File: src/rtl/brres_pkg.sv
package brres_pkg;
  typedef enum logic [1:0] {
    OP_BRANCH = 2'b00,
    OP_SKIP   = 2'b01,
    OP_JUMP   = 2'b10,
    OP_SEQ    = 2'b11
  } opKind_e;

  // strobes from control to datapath
  typedef struct packed {
    logic addBrOfs;   // target = pc + 1 + branch offset
    logic addJmpOfs;  // target = pc + 1 + jump offset
    logic stepTwo;    // skip over one-word instruction
    logic stepThree;  // skip over two-word instruction
    logic taken;      // flow redirected
    logic inBranch;   // operation is a status branch
  } stepCtl_t;
endpackage

File: src/rtl/brres_ctrl.sv
module brres_ctrl
  import brres_pkg::*;
(
  input  logic       clk,
  input  logic       rstN,
  input  logic [1:0] opKind,
  input  logic [7:0] statusIn,
  input  logic [2:0] flagSel,
  input  logic       polarity,
  input  logic       skipCond,
  input  logic       nextTwoWords,
  output stepCtl_t   ctl
);
  opKind_e op;
  logic    flagBit;
  logic    brHit;

  assign op      = opKind_e'(opKind);
  assign flagBit = statusIn[flagSel];
  assign brHit   = (flagBit == polarity);

  always_comb begin
    ctl           = '0;
    ctl.inBranch  = (op == OP_BRANCH);
    ctl.addBrOfs  = (op == OP_BRANCH) && brHit;
    ctl.addJmpOfs = (op == OP_JUMP);
    ctl.stepTwo   = (op == OP_SKIP) && skipCond && !nextTwoWords;
    ctl.stepThree = (op == OP_SKIP) && skipCond && nextTwoWords;
    ctl.taken     = ctl.addBrOfs || ctl.addJmpOfs || ctl.stepTwo || ctl.stepThree;
  end


  strobe_excl_chk: assert property (@(posedge clk) disable iff (!rstN)
    $onehot0({ctl.addBrOfs, ctl.addJmpOfs, ctl.stepTwo, ctl.stepThree}));
endmodule

File: src/rtl/brres_dp.sv
module brres_dp
  import brres_pkg::*;
#(
  parameter int PC_W  = 16,
  parameter int BR_W  = 7,
  parameter int JMP_W = 12
) (
  input  logic             clk,
  input  logic             rstN,
  input  stepCtl_t         ctl,
  input  logic [PC_W-1:0]  pcIn,
  input  logic [BR_W-1:0]  brOfs,
  input  logic [JMP_W-1:0] jmpOfs,
  output logic [PC_W-1:0]  nextPc,
  output logic             taken,
  output logic [1:0]       cycles
);
  localparam int BR_EXT  = PC_W - BR_W;
  localparam int JMP_EXT = PC_W - JMP_W;
  localparam logic [PC_W-1:0] BR_BACK = PC_W'((1 << (BR_W - 1)) - 1);
  localparam logic [PC_W-1:0] BR_SPAN = PC_W'((1 << BR_W) - 1);

  logic [PC_W-1:0] brExt, jmpExt, ofsSel, stepSel, nextComb;
  logic [1:0]      cycComb;

  assign brExt  = {{BR_EXT{brOfs[BR_W-1]}}, brOfs};
  assign jmpExt = {{JMP_EXT{jmpOfs[JMP_W-1]}}, jmpOfs};

  always_comb begin
    if (ctl.addBrOfs)       ofsSel = brExt;
    else if (ctl.addJmpOfs) ofsSel = jmpExt;
    else                    ofsSel = '0;
    if (ctl.stepThree)      stepSel = PC_W'(3);
    else if (ctl.stepTwo)   stepSel = PC_W'(2);
    else                    stepSel = PC_W'(1);
    nextComb = pcIn + stepSel + ofsSel;
    if (!ctl.taken)         cycComb = 2'd1;
    else if (ctl.stepThree) cycComb = 2'd3;
    else                    cycComb = 2'd2;
  end

  always_ff @(posedge clk or negedge rstN) begin
    if (!rstN) begin
      nextPc <= '0;
      taken  <= 1'b0;
      cycles <= 2'd0;
    end else begin
      nextPc <= nextComb;
      taken  <= ctl.taken;
      cycles <= cycComb;
    end
  end

  // observation state for the checks below
  logic            live, brPrev, skipPrev;
  logic [PC_W-1:0] pcPrev, pcDelta, brWin;

  always_ff @(posedge clk or negedge rstN) begin
    if (!rstN) begin
      live     <= 1'b0;
      brPrev   <= 1'b0;
      skipPrev <= 1'b0;
      pcPrev   <= '0;
    end else begin
      live     <= 1'b1;
      brPrev   <= ctl.inBranch;
      skipPrev <= ctl.stepTwo || ctl.stepThree;
      pcPrev   <= pcIn;
    end
  end

  assign pcDelta = nextPc - pcPrev;
  assign brWin   = pcDelta + BR_BACK;


  taken_cycles_chk: assert property (@(posedge clk) disable iff (!rstN)
    live |-> (taken == (cycles != 2'd1)));

  untaken_step_chk: assert property (@(posedge clk) disable iff (!rstN)
    (live && !taken) |-> (pcDelta == PC_W'(1)));

  branch_window_chk: assert property (@(posedge clk) disable iff (!rstN)
    (live && brPrev) |-> (brWin <= BR_SPAN));

  skip_dist_chk: assert property (@(posedge clk) disable iff (!rstN)
    (live && skipPrev) |-> (taken && pcDelta == PC_W'(cycles) && cycles >= 2'd2));
endmodule

File: src/rtl/branch_resolver.sv
module branch_resolver
  import brres_pkg::*;
#(
  parameter int PC_W  = 16,
  parameter int BR_W  = 7,
  parameter int JMP_W = 12
) (
  input  logic             clk,
  input  logic             rstN,
  input  logic [1:0]       opKind,
  input  logic [PC_W-1:0]  pcIn,
  input  logic [7:0]       statusIn,
  input  logic [2:0]       flagSel,
  input  logic             polarity,
  input  logic [BR_W-1:0]  brOfs,
  input  logic [JMP_W-1:0] jmpOfs,
  input  logic             skipCond,
  input  logic             nextTwoWords,
  output logic [PC_W-1:0]  nextPc,
  output logic             taken,
  output logic [1:0]       cycles
);
  stepCtl_t ctl;

  brres_ctrl u_ctrl (
    .clk(clk), .rstN(rstN), .opKind(opKind), .statusIn(statusIn),
    .flagSel(flagSel), .polarity(polarity), .skipCond(skipCond),
    .nextTwoWords(nextTwoWords), .ctl(ctl)
  );

  brres_dp #(.PC_W(PC_W), .BR_W(BR_W), .JMP_W(JMP_W)) u_dp (
    .clk(clk), .rstN(rstN), .ctl(ctl), .pcIn(pcIn), .brOfs(brOfs),
    .jmpOfs(jmpOfs), .nextPc(nextPc), .taken(taken), .cycles(cycles)
  );
endmodule

File: config.mk
export PLATFORM = sky130hd
export DESIGN_NAME = branch_resolver
export DESIGN_NICKNAME = d
export VERILOG_FILES = /design/src/rtl/brres_pkg.sv /design/src/rtl/brres_ctrl.sv /design/src/rtl/brres_dp.sv /design/src/rtl/branch_resolver.sv
export SDC_FILE = /design/constraint.sdc
export NUM_CORES = 1
export LEC_CHECK = 0
export BUFFER_PORTS_ARGS = -buffer_cell sky130_fd_sc_hd__buf_4
export CAP_MARGIN = 5
export CORE_UTILIZATION = 50
export DETAILED_ROUTE_END_ITERATION = 10
export GPL_ROUTABILITY_DRIVEN = 0
export PLACE_DENSITY_LB_ADDON = 0.12
export REMOVE_ABC_BUFFERS = 1
export SLEW_MARGIN = 20
export SYNTH_ARGS = -nofsm -noshare
export SYNTH_HDL_FRONTEND = slang
export SYNTH_HIERARCHICAL = 1
export SYNTH_SLANG_ARGS = --single-unit
File: constraint.sdc
create_clock -name clk -period 1.12 [get_ports clk]
set_clock_uncertainty 0.05 [all_clocks]
set_input_delay 0.224 -clock clk [delete_from_list [all_inputs] [get_ports clk]]
set_output_delay 0.224 -clock clk [all_outputs]
set_load 0.01 [all_outputs]
==> impl_metrics.py, run 1 <==
metrics = {
    "status": {
        "status": "did not finish",
        "failed_stage": "4_1_cts",
        "run.stop_error": "[ERROR DPL-0033] detailed placement checks failed during check placement.",
    },
    "logic_synthesis": {
        "ys_types": 45,
        "syn_inst": 175,
        "yosysSeqAreaShare_pct": 26.6,
        "synth_common_cells": "ha_1, dfrtp_1, a21o_1, a21oi_1, nor2_1",
        "synth-seq-cells": 18,
        "async_flop_share_pct": 100,
        "synth_top_area_share_pct": 26.6,
        "ys_warn_count": 6,
        "synth.most_common_cell": "ha_1",
        "synthTopCellsByArea": "dfrtp_1, ha_1, a21o_1, xnor2_1, a21oi_1",
        "avgSynthCellArea_um2": 9.66,
        "netlist_area_um2": 1690,
        "ys.flop_type": "dfrtp_1",
        "synth-edff-count": 0,
        "yosys.area.top_type": "dfrtp_1",
    },
    "clocking": {
        "cts_sinks": 18,
        "post_cts_buffers": 11,
        "cts_resized": 63,
        "cts_hold_buf": 1,
        "cts_buffer_depth": 2,
        "h-tree-depth": 1,
        "root_buffer": "clkbuf_4",
        "numCtsBuffers": 3,
    },
    "floorplanning": {
        "start_util_pct": 54.0,
        "num_rows": 20,
        "fp.dieW_um": 60.1,
        "dieHeight_um": 60.1,
        "io_pins": 72,
    },
    "placed_design": {
        "placed_cells": 325,
        "dp_hpwl_um": 3630,
        "port_buffers": 71,
    },
}
## kinds of logic after synthesis
family          Yosys count  synth area share [%]
xor+xnor                 12                  6.22
mux                       5                  4.89
compound gates           49                  19.0
simple gates             49                  16.3
flops                    18                  26.6
buf+inv                  12                  3.41
fa+ha+maj                30                  23.5
## per-stage QoR
stage	setup WS, ns	area (um^2)	setup TNS, ns
after detailed placement	-2.93	2550	-40.40
after floorplan	-2.77	1660	-37.16
after global placement	-2.75	2550	-38.32
==> run 2, diff against run 1 <==
--- a/config.mk
+++ b/config.mk
@@ -7,10 +7,10 @@
 export LEC_CHECK = 0
 export BUFFER_PORTS_ARGS = -buffer_cell sky130_fd_sc_hd__buf_4
 export CAP_MARGIN = 5
-export CORE_UTILIZATION = 50
+export CORE_UTILIZATION = 35
 export DETAILED_ROUTE_END_ITERATION = 10
 export GPL_ROUTABILITY_DRIVEN = 0
-export PLACE_DENSITY_LB_ADDON = 0.12
+export PLACE_DENSITY_LB_ADDON = 0.15
 export REMOVE_ABC_BUFFERS = 1
 export SLEW_MARGIN = 20
 export SYNTH_ARGS = -nofsm -noshare
==> impl_metrics.py, run 2 <==
metrics = {
    "critical_path": {
        "crit_arrival_ns": 3.44,
        "startpoint_type": "primary input",
        "critPathRequiredTime_ns": 1.20,
        "cp_max_fo": 4,
        "end_kind": "flip-flop",
        "critical_path_class": "in -> reg",
    },
    "power": {
        "power.total_mw": 3.29,
        "pwr-share-seq_pct": 26.0,
        "power_switching_mw": 1.08,
        "ir_drop_v": 0.000546,
        "pwr_density_cell_nw_per_um2": 1040,
        "leakage_nw": 1.48,
        "combPwrFrac_pct": 58.7,
        "clock_power_share_pct": 15.2,
        "internal_power_mw": 2.21,
        "switching_share_pct": 32.8,
    },
    "clocking": {
        "h-tree-depth": 1,
        "cts_tree": "built",
        "root_buffer": "clkbuf_8",
        "cts_buffer_depth": 2,
        "clk_pin_slew_worst_paths_ns": 0.06,
        "numCtsBuffers": 3,
        "cts_sinks": 18,
    },
    "logic_synthesis": {
        "synth_common_cells": "ha_1, dfrtp_1, a21o_1, a21oi_1, nor2_1",
        "async_flop_share_pct": 100,
        "synth-seq-cells": 18,
        "synthTopCellsByArea": "dfrtp_1, ha_1, a21o_1, xnor2_1, a21oi_1",
        "ys_types": 45,
        "synth_top_area_share_pct": 26.6,
        "netlist_area_um2": 1690,
        "yosys.area.top_type": "dfrtp_1",
        "ys.flop_type": "dfrtp_1",
        "yosysSeqAreaShare_pct": 26.6,
        "synth-edff-count": 0,
        "ys_warn_count": 6,
        "synth.most_common_cell": "ha_1",
        "syn_inst": 175,
        "avgSynthCellArea_um2": 9.66,
    },
    "sta": {
        "slew_violations": 0,
        "finalCriticalPeriod_ns": 3.36,
        "setup_tns_ns": -30.29,
        "slew_headroom_pct": 72.0,
        "rsz0062_at_grt": "yes",
        "finalHoldViolCount": 0,
        "setup-violations-final": 18,
        "tightest_slew_ns": 0.415,
        "timing.final.crit_share_pct": 300,
        "fmax_mhz": 298,
        "fin_ws_ns": -2.24,
    },
    "global_routing": {
        "grt_pass1_wl_um": 7910,
        "antenna_found_initial": 0,
        "grt_overflow": 0,
        "grt_max_degree": 19,
        "grt_use_total_pct": 19.4,
        "first_global_vias": 1728,
    },
    "placed_design": {
        "placed_cells": 328,
        "dp_hpwl_um": 3400,
        "placed_area_um2": 2520,
        "post-place-ws_ns": -2.81,
        "port_buffers": 71,
    },
    "status": {
        "status": "finished with violations",
        "violations": "negative setup slack",
    },
    "routing": {
        "drtIter0Drc": 58,
        "antenna_left": 0,
        "via_per_inst": 5.07,
        "wire_per_inst_um": 14.0,
        "routed_wl_um": 4750,
        "dr.pass1.iters": 4,
        "vias": 1724,
        "drc": 0,
    },
    "cells_and_area": {
        "antenna_cells": 0,
        "layout-drive-gt1-share_pct": 64.2,
        "area_growth_pct": 87.3,
        "top_regs": "u_dp/nextPc: 16 flops, u_dp/cycles: 2 flops",
        "final_area_um2": 3170,
        "layout_commonest_cell": "buf_4",
        "largest_reg_flops": 16,
        "final_cell_mix": "buf_4, ha_4, dfrtp_1",
        "final_nets": 372,
        "regMostFlops": "u_dp/nextPc",
        "final_cells": 340,
    },
    "floorplanning": {
        "core-area_um2": 4500,
        "io_pins": 72,
        "num_rows": 24,
        "start_util_pct": 37.5,
        "die_area_um2": 5110,
        "fp.dieW_um": 71.5,
        "dieHeight_um": 71.5,
    },
    "run": {
        "max_cap_viol_count": 0,
    },
    "worst_hold_path": {
        "hold_class": "in -> reg",
    },
}
-- run 2: layer usage --
metal	share of wire [%]	vias up	track usage, %
li1	-	872	-
met1	46	797	25.5
met2	51	53	35.6
met3	3.3	2	0.985
met4	0.21	0	3.92
met5	0	-	0
-- run 2: critical path: stages --
cell	delay, ns
buf_8	0.08
mux4_2	0.48
mux2i_1	0.18
xnor2_1	0.20
nor3_2	0.09
buf_4	0.17
buf_4	0.15
a22o_1	0.23
ha_4	0.28
inv_1	0.05
fa_2	0.39
nand2b_4	0.15
a21o_1	0.18
a211oi_2	0.21
buf_4	0.17
a221oi_4	0.06
xnor2_1	0.15
-- run 2: area by class of cell --
class / count / area, um^2
Multi-Input combinational cell: 145 / 1680
Sequential cell: 18 / 450
Timing Repair Buffer: 114 / 886
Inverter: 7 / 26.3
Fill cell: 351 / 1340
Clock buffer: 4 / 55.1
Tap cell: 52 / 65.1
-- run 2: power by group through the flow --
stage          clock network (mW)  logic, mW  registers, mW
6_report                    0.501       1.93          0.856
5_1_grt                     0.547       2.11          0.870
4_1_cts                     0.517       1.81          0.859
3_5_place_dp                    0       1.45          0.871
3_3_place_gp                    0       1.43          0.868
2_1_floorplan                   0      0.607          0.962
-- run 2: stage by stage --
step | hold WS (ns) | utilization, %
finish | 0.169 | 70.3
global route | 0.187 | 70.3
CTS | 0.165 | 68.2
detailed placement | 0.0464 | 55.9
global placement | 0.0434 | 55.9
floorplan | -0.122 | -
-- run 2: path summary, 6_finish.rpt --
path,startpoint,to,slack (ns),cells after the start
max,flagSel[0],u_dp/nextPc[15],-2.24,17
min,opKind[0],u_dp/cycles[1],0.17,2
max in group asynchronous,rstN,u_dp/nextPc[4],0.51,2
min in group asynchronous,rstN,u_dp/nextPc[6],0.32,2
-- run 2: cells by family after synthesis --
logic type	after synthesis	share of synthesized area [%]
AOI/OAI and AO/OA	49	19.0
xor gates and xnor gates	12	6.22
adders and majority gates	30	23.5
buffers and inverters	12	3.41
DFF	18	26.6
muxes	5	4.89
and+or+nand+nor	49	16.3
-- run 2: what timing repair did --
action	CTS	global route
pin swaps	44	28
cloned	1	0
hold buffers	1	0
setup buffers	7	1
resized for setup	69	13
hold endpoints to repair	18	0
setup endpoints to repair	18	18
(Power assumes the default switching activity.)
